### src/rtl/spi_mem_pkg.sv
package spi_mem_pkg;

   typedef enum logic [3:0] {
      PH_IDLE, PH_OP, PH_ADDR, PH_RD, PH_WR,
      PH_SRRD, PH_SRWR, PH_DONE, PH_LOCK
   } phase_e;

   localparam logic [7:0] OP_WREN  = 8'h06;
   localparam logic [7:0] OP_WRDI  = 8'h04;
   localparam logic [7:0] OP_RDSR  = 8'h05;
   localparam logic [7:0] OP_WRSR  = 8'h01;
   localparam logic [7:0] OP_READ  = 8'h03;
   localparam logic [7:0] OP_WRITE = 8'h02;

   localparam int SB_BUSY = 0;
   localparam int SB_WEL  = 1;
   localparam int SB_WPEN = 7;

   function automatic logic [7:0] pack_status(input logic busy, input logic wel,
                                              input logic wpen);
      logic [7:0] s;
      s          = '0;
      s[SB_BUSY] = busy;
      s[SB_WEL]  = wel;
      s[SB_WPEN] = wpen;
      return s;
   endfunction

   function automatic phase_e decode_op(input logic [7:0] op, input logic busy);
      phase_e p;
      case (op)
         OP_WREN, OP_WRDI:  p = PH_DONE;
         OP_RDSR:           p = PH_SRRD;
         OP_WRSR:           p = PH_SRWR;
         OP_READ, OP_WRITE: p = PH_ADDR;
         default:           p = PH_LOCK;
      endcase
      if (busy && op != OP_RDSR) p = PH_LOCK;
      return p;
   endfunction

endpackage

### src/rtl/spi_mem_pins.sv
module spi_mem_pins #(
   parameter int SYNC_STAGES = 2
) (
   input  logic clk,
   input  logic rst_n,
   input  logic cs_n_i,
   input  logic sck_i,
   input  logic si_i,
   input  logic hold_n_i,
   input  logic wp_n_i,
   output logic sel_o,
   output logic cs_fall_o,
   output logic cs_rise_o,
   output logic sck_rise_o,
   output logic sck_fall_o,
   output logic si_o,
   output logic held_o,
   output logic wp_n_o
);
   localparam int NPIN = 5;
   localparam logic [NPIN-1:0] PIN_RST = 5'b11100;

   initial assert (SYNC_STAGES >= 0 && SYNC_STAGES <= 4)
      else $fatal(1, "SYNC_STAGES out of range");

   logic [NPIN-1:0] raw, s;
   logic cs_q, sck_q, held;
   logic cs_s, hold_s, sck_s;

   assign raw = {cs_n_i, hold_n_i, wp_n_i, sck_i, si_i};

   generate
      if (SYNC_STAGES == 0) begin : g_direct
         assign s = raw;
      end else begin : g_sync
         logic [NPIN-1:0] chain [SYNC_STAGES];
         always_ff @(posedge clk or negedge rst_n) begin
            if (!rst_n) begin
               for (int i = 0; i < SYNC_STAGES; i++) chain[i] <= PIN_RST;
            end else begin
               chain[0] <= raw;
               for (int i = 1; i < SYNC_STAGES; i++) chain[i] <= chain[i-1];
            end
         end
         assign s = chain[SYNC_STAGES-1];
      end
   endgenerate

   assign cs_s   = s[4];
   assign hold_s = s[3];
   assign wp_n_o = s[2];
   assign sck_s  = s[1];
   assign si_o   = s[0];
   assign sel_o  = ~cs_s;

   always_ff @(posedge clk or negedge rst_n) begin
      if (!rst_n) begin
         cs_q  <= 1'b1;
         sck_q <= 1'b0;
         held  <= 1'b0;
      end else begin
         cs_q  <= cs_s;
         sck_q <= sck_s;
         if (cs_s)        held <= 1'b0;
         else if (!sck_s) held <= ~hold_s;
      end
   end

   assign held_o     = held;
   assign cs_fall_o  = cs_q & ~cs_s;
   assign cs_rise_o  = ~cs_q & cs_s;
   assign sck_rise_o = ~cs_s & ~held & sck_s & ~sck_q;
   assign sck_fall_o = ~cs_s & ~held & ~sck_s & sck_q;

   // a pause may only begin or end while the serial clock is low
   assert_hold_entry_R13: assert property (@(posedge clk) disable iff (!rst_n)
      $rose(held) |-> !$past(sck_s));
   assert_hold_exit_R13: assert property (@(posedge clk) disable iff (!rst_n)
      ($fell(held) && !cs_s) |-> !$past(sck_s));

endmodule

### src/rtl/spi_mem_wcycle.sv
module spi_mem_wcycle #(
   parameter int WCYC_CYCLES = 1000
) (
   input  logic clk,
   input  logic rst_n,
   input  logic set_wel_i,
   input  logic clr_wel_i,
   input  logic start_i,
   input  logic sr_load_i,
   input  logic sr_wpen_i,
   output logic busy_o,
   output logic wel_o,
   output logic wpen_o
);
   localparam int CW = $clog2(WCYC_CYCLES + 1);

   initial assert (WCYC_CYCLES >= 1) else $fatal(1, "WCYC_CYCLES must be positive");

   logic [CW-1:0] cnt;
   logic busy, wel, wpen, finish;

   assign finish = busy && (cnt == '0);

   always_ff @(posedge clk or negedge rst_n) begin
      if (!rst_n) begin
         busy <= 1'b0;
         cnt  <= '0;
         wpen <= 1'b0;
      end else if (start_i) begin
         busy <= 1'b1;
         cnt  <= CW'(WCYC_CYCLES - 1);
         if (sr_load_i) wpen <= sr_wpen_i;
      end else if (busy) begin
         if (finish) busy <= 1'b0;
         else        cnt  <= cnt - 1'b1;
      end
   end

   always_ff @(posedge clk or negedge rst_n) begin
      if (!rst_n)         wel <= 1'b0;
      else if (finish)    wel <= 1'b0;
      else if (set_wel_i) wel <= 1'b1;
      else if (clr_wel_i) wel <= 1'b0;
   end

   assign busy_o = busy;
   assign wel_o  = wel;
   assign wpen_o = wpen;

   assert_cycle_start_R7: assert property (@(posedge clk) disable iff (!rst_n)
      start_i |=> busy_o);
   assert_wel_drop_R7: assert property (@(posedge clk) disable iff (!rst_n)
      $fell(busy_o) |-> !wel_o);
   assert_wpen_hold_R10: assert property (@(posedge clk) disable iff (!rst_n)
      !(start_i && sr_load_i) |=> $stable(wpen_o));

endmodule

### src/rtl/spi_mem_slave.sv
module spi_mem_slave
   import spi_mem_pkg::*;
#(
   parameter int ADDR_W      = 13,
   parameter int WCYC_CYCLES = 1000,
   parameter int SYNC_STAGES = 2
) (
   input  logic              clk,
   input  logic              rst_n,
   input  logic              cs_n,
   input  logic              sck,
   input  logic              si,
   input  logic              hold_n,
   input  logic              wp_n,
   output logic              so,
   output logic              so_oe,
   output logic [ADDR_W-1:0] mem_addr,
   output logic [7:0]        mem_wdata,
   output logic              mem_we,
   input  logic [7:0]        mem_rdata
);
   initial assert (ADDR_W >= 1 && ADDR_W <= 16) else $fatal(1, "ADDR_W out of range");

   logic sel, cs_fall, cs_rise, sck_rise, sck_fall, si_s, held, wp_n_s;
   logic busy, wel, wpen;

   spi_mem_pins #(.SYNC_STAGES(SYNC_STAGES)) u_pins (
      .clk(clk), .rst_n(rst_n), .cs_n_i(cs_n), .sck_i(sck), .si_i(si),
      .hold_n_i(hold_n), .wp_n_i(wp_n), .sel_o(sel), .cs_fall_o(cs_fall),
      .cs_rise_o(cs_rise), .sck_rise_o(sck_rise), .sck_fall_o(sck_fall),
      .si_o(si_s), .held_o(held), .wp_n_o(wp_n_s)
   );

   phase_e            phase;
   logic [2:0]        bitc;
   logic [6:0]        rx;
   logic [7:0]        addr_msb;
   logic [ADDR_W-1:0] addr;
   logic              addr_first, is_wr, wrote, sr_frame, sr_pend, sr_wpen, wp_kill;
   logic [6:0]        tx;
   logic              so_q, we_q;
   logic [7:0]        wdata_q;
   logic [7:0]        byte_in, status, src;
   logic              byte_done, op_byte, set_wel, clr_wel;
   logic              start_data, start_sr, wp_block;

   assign byte_in   = {rx, si_s};
   assign byte_done = sck_rise && (bitc == 3'd7);
   assign op_byte   = byte_done && (phase == PH_OP) && !busy;
   assign set_wel   = op_byte && (byte_in == OP_WREN);
   assign clr_wel   = op_byte && (byte_in == OP_WRDI);
   assign status    = pack_status(busy, wel, wpen);
   assign src       = (phase == PH_RD) ? mem_rdata : status;

   assign wp_block   = wpen && !wp_n_s;
   assign start_data = cs_rise && (phase == PH_WR) && wrote && wel && !busy;
   assign start_sr   = cs_rise && sr_pend && wel && !wp_kill && !wp_block && !busy;

   spi_mem_wcycle #(.WCYC_CYCLES(WCYC_CYCLES)) u_wcyc (
      .clk(clk), .rst_n(rst_n), .set_wel_i(set_wel), .clr_wel_i(clr_wel),
      .start_i(start_data | start_sr), .sr_load_i(start_sr), .sr_wpen_i(sr_wpen),
      .busy_o(busy), .wel_o(wel), .wpen_o(wpen)
   );

   // frame sequencing and receive path
   always_ff @(posedge clk or negedge rst_n) begin
      if (!rst_n) begin
         phase      <= PH_IDLE;
         bitc       <= '0;
         rx         <= '0;
         addr_msb   <= '0;
         addr       <= '0;
         addr_first <= 1'b1;
         is_wr      <= 1'b0;
         wrote      <= 1'b0;
         sr_frame   <= 1'b0;
         sr_pend    <= 1'b0;
         sr_wpen    <= 1'b0;
         wp_kill    <= 1'b0;
         we_q       <= 1'b0;
         wdata_q    <= '0;
      end else begin
         we_q <= 1'b0;
         if (we_q) addr <= addr + 1'b1;
         if (cs_fall) begin
            phase      <= PH_OP;
            bitc       <= '0;
            addr_first <= 1'b1;
            wrote      <= 1'b0;
            sr_frame   <= 1'b0;
            sr_pend    <= 1'b0;
            wp_kill    <= 1'b0;
         end else if (cs_rise) begin
            phase <= PH_IDLE;
         end else begin
            if (sel && sr_frame && wp_block) wp_kill <= 1'b1;
            if (sck_rise) begin
               rx   <= byte_in[6:0];
               bitc <= bitc + 3'd1;
               if (bitc == 3'd7) begin
                  case (phase)
                     PH_OP: begin
                        phase    <= decode_op(byte_in, busy);
                        is_wr    <= (byte_in == OP_WRITE);
                        sr_frame <= (byte_in == OP_WRSR) && !busy;
                     end
                     PH_ADDR: begin
                        addr_first <= 1'b0;
                        addr_msb   <= byte_in;
                        if (!addr_first) begin
                           addr  <= ADDR_W'({addr_msb, byte_in});
                           phase <= is_wr ? PH_WR : PH_RD;
                        end
                     end
                     PH_WR: begin
                        if (wel) begin
                           we_q    <= 1'b1;
                           wdata_q <= byte_in;
                           wrote   <= 1'b1;
                        end
                     end
                     PH_RD: addr <= addr + 1'b1;
                     PH_SRWR: begin
                        sr_pend <= 1'b1;
                        sr_wpen <= byte_in[SB_WPEN];
                        phase   <= PH_DONE;
                     end
                     default: ;
                  endcase
               end
            end
         end
      end
   end

   // transmit path: load at the first falling edge of each byte
   always_ff @(posedge clk or negedge rst_n) begin
      if (!rst_n) begin
         tx   <= '0;
         so_q <= 1'b0;
      end else if (sck_fall && (phase == PH_RD || phase == PH_SRRD)) begin
         if (bitc == 3'd0) begin
            so_q <= src[7];
            tx   <= src[6:0];
         end else begin
            so_q <= tx[6];
            tx   <= {tx[5:0], 1'b0};
         end
      end
   end

   assign so        = so_q;
   assign so_oe     = sel && !held && (phase == PH_RD || phase == PH_SRRD);
   assign mem_addr  = addr;
   assign mem_we    = we_q;
   assign mem_wdata = wdata_q;

   assert_quiet_deselect_R2: assert property (@(posedge clk) disable iff (!rst_n)
      !sel |-> !so_oe);
   assert_lock_silent_R3: assert property (@(posedge clk) disable iff (!rst_n)
      (phase == PH_LOCK) |-> (!so_oe && !mem_we));
   assert_write_needs_wel_R6: assert property (@(posedge clk) disable iff (!rst_n)
      mem_we |-> wel);
   assert_busy_locks_R8: assert property (@(posedge clk) disable iff (!rst_n)
      (busy && mem_we) |-> 1'b0);

endmodule

### config.mk
export PLATFORM = sky130hd
export DESIGN_NAME = spi_mem_slave
export DESIGN_NICKNAME = d
export VERILOG_FILES = /design/src/rtl/spi_mem_pkg.sv /design/src/rtl/spi_mem_pins.sv /design/src/rtl/spi_mem_wcycle.sv /design/src/rtl/spi_mem_slave.sv
export SDC_FILE = /design/constraint.sdc
export NUM_CORES = 1
export LEC_CHECK = 0
export BUFFER_PORTS_ARGS = -buffer_cell sky130_fd_sc_hd__buf_4
export CORE_MARGIN = 10
export CORE_UTILIZATION = 40
export CTS_CLUSTER_DIAMETER = 80
export DETAILED_ROUTE_END_ITERATION = 12
export GPL_TIMING_DRIVEN = 0
export PLACE_DENSITY_LB_ADDON = 0.1
export SLEW_MARGIN = 40
export SYNTH_ARGS = -nofsm -noshare
export SYNTH_HDL_FRONTEND = slang
export SYNTH_SLANG_ARGS = --single-unit
export TNS_END_PERCENT = 30
### constraint.sdc
create_clock -name clk -period 2.3 [get_ports clk]
set_input_delay 0 -clock clk [delete_from_list [all_inputs] [get_ports clk]]
set_output_delay 0 -clock clk [all_outputs]
set_load 0.01 [all_outputs]
# == Word level (Yosys, flattened, before mapping) ==
# Cells that the tools add are included.
# totals
wordCells,185
ff_bits,82
input_bits,15
out_inout_bits,24
# classes
n_eq_ne,18
n_addsub,3
n_bitwise,16
muxes,63
reduce_logical,60
# ops
operator,count
$mux 13,6
$mux 1,39
$mux 10,3
$pmux 13 s2,1
$eq 8x3->1 const B,3
$mux 4,6
$logic_and 1x1->1,23
$reduce_and 5->1,4
$reduce_bool 2->1,9
$eq 8x2->1 const B,2
$pmux 4 s4,1
$reduce_and 4->1,4
$add 13x1->13 const B,1
$eq 4x3->1 const B,3
$mux 3,4
$pmux 4 s3,1
$logic_not 10->1,1
$sub 10x1->10 const B,1
$reduce_bool 3->1,3
$eq 4x2->1 const B,2
$eq 8x1->1 const B,1
$mux 8,1
$ne 8x3->1 const B,1
$not 1->1,8
other kinds (17),32

# == Logic depth before layout (Yosys ltp) ==
# Gate-level depths: netlist of the first run.
# depth
ltp_word,11
mapped_depth,7
mapped_depth_nobuf,7

# == By module ==
# Synthesis of the first run repeated with hierarchy kept, for this count alone.
# unflattened
cells_unflattened,419
hier_area_um2,4251.6
# modules_own_cells
module,cells_per_inst,n_inst,area_per_inst_um2,seq_area_each_um2
spi_mem_slave,328,1,3170.5,1402.6
spi_mem_wcycle,70,1,695.7,325.3
spi_mem_pins,21,1,385.4,334.1

# == Least setup slack after synthesis of the first run ==
# No wires, ideal clock.
# synth_path
kind,register to register
from,register u_pins.g_sync.chain (netlist bit u_pins.s[4])
to,register addr[11] (netlist: mem_addr[11])
required_ns,2.163
setup_slack_ns,-0.031
synth_period_minus_slack_ns,2.331
path_stages_with_launch,8
t_arrival_ns,2.194
setup_time_ns,0.137
n_path_buf,0
cell_sequence,dfstp_2 -> inv_1 -> ha_1 -> or3b_2 -> nor4_4 -> nor2_1 -> o211ai_1 -> o311ai_1
# synth_via
elab_cells_between_ends,9
classes_between,mux (3); bitwise (6)
# synth_rtl
item,line_no,source
start: declaration,spi_mem_pins.sv:36,logic [NPIN-1:0] chain [SYNC_STAGES];
$not 1->1,spi_mem_pins.sv:70,assign cs_fall_o = cs_q & ~cs_s;
$and 1x1->1,spi_mem_pins.sv:70,
net cs_fall,spi_mem_slave.sv:24,"logic sel, cs_fall, cs_rise, sck_rise, sck_fall, si_s, held, wp_n_s;"
$mux 13,spi_mem_slave.sv:85,if (cs_fall) begin
end signal: assignment,spi_mem_slave.sv:84,if (we_q) addr <= addr + 1'b1;
end signal: assignment,spi_mem_slave.sv:111,"addr <= ADDR_W'({addr_msb, byte_in});"
end signal: assignment,spi_mem_slave.sv:122,PH_RD: addr <= addr + 1'b1;
end: declaration,spi_mem_slave.sv:38,logic [ADDR_W-1:0] addr;
# The timed path passes the listed nets, and every way through them passes these cells.
# A chain may end at the register's enable or synchronous reset.

# == Worst setup path after layout of the first run ==
# layout_path
from,register u_pins.g_sync.chain (netlist bit u_pins.s[4])
to,register addr[9] (netlist: mem_addr[9])
# The elaborated chain is that of the path after synthesis.

==> summary.txt, run 1 <==
Yosys
  • Cell Area, Synth: 0.00414 mm^2
  • Ys Warns: 0
  • Post-synthesis async set-or-reset flop share: 100%
  • #FFs+latches synth: 82
  • Syn nets: 422
  • Most frequent cell after synthesis: dfrtp_1
  • Post-synth top area share: 44.8%
  • Sequential share of the synthesized area: 49.9%
  • Mapped Avg Cell Area: 10.3 um^2
  • Top area cells in the synthesized netlist: dfrtp_1 (45%), mux2_2 (7.1%), dfstp_2 (5.1%)
  • Synth cell count leaders: dfrtp_1 (74), nand2_1 (43), nor2_1 (36), mux2_2 (26)
  • Top FF cell, synth: dfrtp_1
  • Synth cell types: 55
  • EDFF count, synth: 0
  • Syn Inst Count: 400
  • Yosys top cell by area: dfrtp_1

Critical path
  • Crit-path cells: inv_1 -> ha_2 -> or3b_4 -> nor4_4 -> buf_4 -> a31oi_1 -> o21ai_0 -> o311ai_1
  • R2R setup slack: 0.11 ns
  • Data arrival, critical path: 2.43 ns
  • Critical Path RT: ~2.5 ns
  • Critical Path Source Type: flip-flop
  • Slowest-stage cell, CP: dfstp_2
  • Slowest stage delay, CP: 0.56 ns
  • Worst Path Max Fanout: 6
  • CP endpoint kind: flip-flop
  • Critical path type: flip-flop to flip-flop

Timing
  • Hold Fails Final Rpt: 0
  • Final setup viols: 0
  • Worst hold slack: 0.0455 ns
  • Slew Limit Fails: 0
  • F_max: between 400 and 500 MHz
  • RSZ-0062 raised after global routing: yes
  • Max-slew headroom: 56.5%
  • Worst Skew: between 0.009 and 0.01 ns
  • Worst slew pin tran: 0.652 ns
  • Tmin final: 2.19 ns
  • Fin crit share: 95.2%

Global routing
  • Global route overflow: 0
  • First-pass GRT wire length: 16.6 mm
  • Vias in the first global route: 3262
  • GRT Total Usage: approximately 14%
  • Initial antenna violation count: 0
  • Largest net degree at the start of global routing: 83

Pwr
  • Sw Share: 31.3%
  • Sequential share of power: 45.6%
  • Clock power share: between 30% and 40%
  • Leakage: 2.29 nW
  • Pwr per Cell Area: 739 mW/mm^2
  • Internal power: 2.55 mW
  • Net Sw Power: between 1 and 1.5 mW
  • Logic pwr share: between 20 and 25%
  • VDD IR max: 0.000332 V
  • Final Power: 3.71 mW

Detailed routing
  • ANT nets after route: 0
  • DR pass1 iterations: 4
  • Final WL: 9.95 mm
  • Via density: between 5 and 6
  • Avg WL per Cell: 16.4 um
  • Drc violations: 0
  • Initial DRC Count: 228
  • Via count: 3188

Floorplanning
  • DIE AREA: 0.0148 mm^2
  • Die span in y: 122 um
  • FP Rows: 37
  • Core ar.: 0.0102 mm^2
  • Initial Util: between 40% and 50%
  • I/O pins: 39
  • Die Wd: between 100 and 150 um

Clock network
  • CTS sink cnt: 82
  • Worst-Skew Late Latency: ~0.36 ns
  • CTS max path bufs: 2
  • H-tree Lvls: 3
  • CTS root buffer: clkbuf_8
  • Num CTS Buffers: 9
  • Clock slew at reported path FFs: 0.09 ns
  • CTS tree: built

Placement
  • PortBufs: 38
  • Post-DP HPWL: about 7 mm
  • GPL Wtd Cong: 0.820
  • Cells after DPL: 574

Cells and area
  • Final core utilization: between 40% and 50%
  • Antenna diode count: 0
  • Share of layout cells above drive strength 1: 25.8%
  • Layout area overhead: 21.5%
  • Layout Nets: approximately 500
  • Fin cells: 605

Min path
  • Min-Delay Path Class: input port to flip-flop

Run
  • Max Cap Viol: 0

Outcome
  • Run status: completed
-- area by class of cell --
cell class	count	area [um^2]
Clock inverter	6	95.1
Clock buffer	10	128
Multi-Input combinational cell	289	2000
Buffer	17	70.1
Inverter	12	45.0
Sequential cell	82	2060
Tap cell	136	170
Fill cell	974	5160
Timing Repair Buffer	53	450
-- per-layer routing --
| metal | global-route usage [%] | up-vias | share of wire [%] |
|---|---|---|---|
| met1 | 18.1 | 1538 | 47 |
| met5 | 0 | - | 0 |
| met4 | 4.99 | 0 | 1.5 |
| met2 | 22.3 | 64 | 48 |
| met3 | 2.64 | 13 | 4.3 |
| li1 | - | 1573 | - |
-- sequential cells by signal, indices dropped and copies added (netlist names), 3 cells and up --
register / flops
u_pins.s: 5
bitc: 3
phase: 4
tx: 7
u_wcyc.cnt: 10
addr_msb: 5
mem_wdata: 8
mem_addr: 13
rx: 7
u_pins.g_sync.chain: 5
-- power by group through the flow --
stage | sequential [mW] | combinational [mW] | clock (mW)
after detailed placement | 1.72 | 0.783 | 0
after global placement | 1.72 | 0.773 | 0
after CTS | 1.69 | 0.809 | 1.23
after global routing | 1.71 | 0.925 | 1.29
after floorplan | 1.69 | 0.554 | 0
final | 1.69 | 0.825 | 1.19
-- through the flow --
| step | instance area, um^2 | setup TNS (ns) | setup WS, ns |
|---|---|---|---|
| 2_1_floorplan | 4140 | 0 | 0.0562 |
| 3_3_place_gp | 4590 | -2.34 | -0.410 |
| 4_1_cts | 4990 | 0 | 0.00526 |
| 5_1_grt | 5020 | -0.0432 | -0.0303 |
| 6_report | 5020 | 0 | 0.111 |
| 3_5_place_dp | 4590 | -2.37 | -0.409 |
-- logic make-up after synthesis --
logic type | count (synthesis) | share of synthesized area (%)
AO/OA/AOI/OAI | 72 | 12.0
XOR/XNOR | 20 | 4.24
adder cells (fa/ha/maj) | 7 | 2.12
buffers and inverters | 29 | 2.75
flip-flops | 82 | 49.9
multiplexers | 29 | 7.81
AND/OR/NAND/NOR | 161 | 21.2
-- final timing paths --
check,startpoint,cells after the start,end
worst max-delay path,u_pins.s[4],8,mem_addr[9]
worst min-delay path,mem_rdata[4],4,tx[4]
worst max register to register,u_pins.s[4],8,mem_addr[9]
worst min register to register,u_pins.g_sync.chain[9],0,u_pins.s[4]
max in group asynchronous,rst_n,2,rx[0]
min in group asynchronous,rst_n,2,u_pins.held_o
-- critical path, delay by kind of cell, from the launching register on --
kind                       cells  cell delay (ns)
adders and majority gates      1             0.22
buffers and inverters          2             0.23
and+or+nand+nor                2             0.73
DFF                            1             0.56
AOI/OAI and AO/OA              3             0.33
-- layout by cell type, fill, tap and decap left out, types with 14 or more instances in the layout --
master   instances
buf_4           42
o21ai_0         14
dfrtp_1         74
nand2_1         43
mux2_2          26
nand3_1         14
nor2_1          33
-- timing repair --
item,CTS,global route
pin swaps,2,0
endpoints found under the hold margin,80,0
hold buffers,7,0
setup endpoints to repair,10,18
setup buffers,8,0
gates resized for setup,7,7
Note: power is estimated with default switching activity, not from simulation.
==> run 2: changes to the inputs <==
--- a/config.mk
+++ b/config.mk
@@ -6,8 +6,11 @@
 export NUM_CORES = 1
 export LEC_CHECK = 0
 export BUFFER_PORTS_ARGS = -buffer_cell sky130_fd_sc_hd__buf_4
+export CELL_PAD_IN_SITES_DETAIL_PLACEMENT = 1
+export CELL_PAD_IN_SITES_GLOBAL_PLACEMENT = 2
+export CORE_ASPECT_RATIO = 1.1
 export CORE_MARGIN = 10
-export CORE_UTILIZATION = 40
+export CORE_UTILIZATION = 35
 export CTS_CLUSTER_DIAMETER = 80
 export DETAILED_ROUTE_END_ITERATION = 12
 export GPL_TIMING_DRIVEN = 0
==> run 2 against run 1 <==
  * Critical path depth did not move
  * Wire length grew 15%
  * Via count rose by 4.1%
  * Count of clock-buffer cells in the layout rose by 3
  * Clock skew decreased by 0.0011 ns
  * Register-to-register slack hardly changed
  * First-iteration DRC count decreased by 37%
  * Critical path type unchanged
  * Largest power group unchanged
  * Total power is 8.7% higher
==> summary.txt, run 2 (synthesized netlist as in run 1, its figures left out) <==
Pwr
  • Final Power: 4.03 mW (+8.7%)
  • Leakage: 2.34 nW (+2.4%)
  • Pwr per Cell Area: 784 mW/mm^2 (+6.2%)
  • VDD IR max: 0.000320 V (-3.5%)

Clock network
  • CTS root buffer: clkbuf_16
  • CTS sink cnt: 82 (unchanged)
  • Clock slew at reported path FFs: 0.06 ns (-0.03 ns)
  • H-tree Lvls: 3 (unchanged)
  • CTS max path bufs: 2 (unchanged)
  • Worst-Skew Late Latency: 0.34 ns (-0.02 ns)
  • Num CTS Buffers: 9 (unchanged)
  • CTS tree: built

Floorplanning
  • Die Wd: 124 um (+1.6%)
  • DIE AREA: 0.0166 mm^2 (+12%)
  • Initial Util: 35.8% (-4.8 points)
  • I/O pins: 39 (unchanged)
  • FP Rows: 41 (+11%)
  • Die span in y: 134 um (+10%)
  • Core ar.: 0.0115 mm^2 (+13%)

Cells and area
  • Fin cells: 622 (+2.8%)
  • Share of layout cells above drive strength 1: 27.3% (+1.5 points)
  • Final instance area: 0.00514 mm^2 (+2.4%)
  • Max reg flops: 13 (unchanged)
  • Layout Nets: 489 (+0.62%)
  • Layout area overhead: 24.3%
  • Antenna diode count: 0 (unchanged)
  • Most common cell after layout, fill and taps aside: dfrtp_1
  • Layout fillers: 1301 (+34%)
  • Most frequent cells in the layout: dfrtp_1 (74), buf_4 (48), nand2_1 (43)

Timing
  • Worst slew pin tran: 0.685 ns (+0.0328 ns)
  • Final Worst Setup Slack: 0.124 ns (+0.0122 ns)
  • Final setup viols: 0 (unchanged)
  • Worst Skew: 0.00874 ns (-0.00111 ns)
  • Max-slew headroom: 54.3% (-2.2 points)
  • Tmin final: 2.18 ns (-0.0122 ns)
  • F_max: 459 MHz (+0.56%)
  • Slew Limit Fails: 0 (unchanged)
  • Fin crit share: 94.6% (-0.53 points)
  • Worst hold slack: 0.0439 ns (-0.00168 ns)
  • Hold Fails Final Rpt: 0 (unchanged)
  • RSZ-0062 raised after global routing: no

Detailed routing
  • Via density: 5.34 (+1.3%)
  • Via count: 3319 (+4.1%)
  • Final WL: 11.4 mm (+15%)
  • ANT nets after route: 0 (unchanged)
  • DR pass1 iterations: 4 (unchanged)
  • Avg WL per Cell: 18.4 um (+12%)
  • Initial DRC Count: 144 (-37%)
  • Drc violations: 0 (unchanged)

Critical path
  • Worst path top cell family by delay: simple AND/OR/NAND/NOR gates
  • Critical Path RT: 2.51 ns (-0.03 ns)
  • Data arrival, critical path: 2.39 ns (-0.04 ns)
  • Worst Path Max Fanout: 5 (-1)
  • CP bufs+invs: 3 (+1)
  • Cell mode on critical path: buf_4
  • CP endpoint kind: flip-flop
  • Critical path type: flip-flop to flip-flop
  • Critical Path Source Type: flip-flop
  • Slowest stage delay, CP: 0.53 ns (-0.03 ns)
  • Slowest-stage cell, CP: or4b_4
  • Crit-path cells: buf_6 -> buf_4 -> or4b_4 -> nor4_4 -> buf_4 -> nor2_2 -> o221ai_1 -> o311ai_1

Min path
  • Min-Delay Path Class: input port to flip-flop

Placement
  • GPL Wtd Cong: 0.801 (-2.4%)
  • Dpl cell area: 0.00461 mm^2 (+0.38%)
  • Cells after DPL: 588 (+2.4%)
  • Post-DP HPWL: 8.09 mm (+16%)
  • PortBufs: 38 (unchanged)
  • Placement Setup Slack: -0.409 ns (-0.00000800 ns)

Global routing
  • Largest net degree at the start of global routing: 83 (unchanged)
  • Vias in the first global route: 3563 (+9.2%)
  • First-pass GRT wire length: 18.8 mm (+13%)
  • GRT Total Usage: 14.4% (+0.57 points)
  • Initial antenna violation count: 0 (unchanged)
  • Global route overflow: 0 (unchanged)

Run
  • Max Cap Viol: 0 (unchanged)

Outcome
  • Run status: completed
-- run 2: changes by cell type in the layout (fill, tap and decap cells not counted), moves of 2 or more --
cell / before / now
clkinv_2: 0 / 2
clkbuf_8: 10 / 3
inv_6: 3 / 0
clkbuf_16: 0 / 9
buf_4: 42 / 48
buf_12: 2 / 0
-- run 2: final cells by class --
| class | count | area (um^2) | share of cell area, % |
|---|---|---|---|
| Multi-Input combinational cell | 289 | 2030 | 39.5 |
| Clock buffer | 13 | 260 | 5.06 |
| Timing Repair Buffer | 56 | 445 | 8.66 |
| Clock inverter | 3 | 40.0 | 0.779 |
| Inverter | 12 | 45.0 | 0.876 |
| Buffer | 17 | 71.3 | 1.39 |
| Tap cell | 150 | 188 | 3.65 |
| Sequential cell | 82 | 2060 | 40.1 |
-- run 2: report_power, final --
group	internal (mW)	switching (mW)	leakage, nW
logic	0.337	0.525	1.12
clock network	0.898	0.578	0.150
registers	1.60	0.0978	1.08
-- run 2: worst paths after layout --
path | slack [ns] | cells after the start | startpoint | endpoint
worst max-delay path | 0.12 | 8 | u_pins.s[4] | mem_addr[12]
worst min-delay path | 0.04 | 3 | mem_rdata[0] | tx[0]
worst max register to register | 0.12 | 8 | u_pins.s[4] | mem_addr[12]
worst min register to register | 0.35 | 0 | u_pins.g_sync.chain[5] | u_pins.s[0]
max in group asynchronous | 1.54 | 2 | rst_n | u_wcyc.cnt[9]
min in group asynchronous | 0.25 | 2 | rst_n | so
-- run 2: layer usage --
layer | track usage (%) | vias to the layer above | part of all wire [%]
li1 | - | 1584 | -
met1 | 17.7 | 1691 | 45
met2 | 23.8 | 31 | 51
met3 | 2.85 | 13 | 2.9
met4 | 5.70 | 0 | 1.3
met5 | 0 | - | 0
-- run 2: worst reg2reg max path, stage by stage, from the launching register on --
cell and delay, ns:
dfstp_2 0.38, buf_6 0.13, buf_4 0.14, or4b_4 0.53, nor4_4 0.34, buf_4 0.17, nor2_2 0.05, o221ai_1 0.19
o311ai_1 0.12
-- run 2: metrics by stage --
stage	util (%)	setup TNS [ns]
final	44.5	0
after global placement	39.9	-2.25
after CTS	43.8	0
after detailed placement	40.0	-2.60
after global routing	44.5	0
after floorplan	-	0
-- run 2: repair_timing --
item | CTS | global route
gates cloned | 0 | 0
endpoints found under the setup margin | 15 | 22
hold endpoints to repair | 79 | 0
buffers inserted | 8 | 4
hold buffers | 6 | 0
pin swaps | 2 | 3
resized for setup | 8 | 12
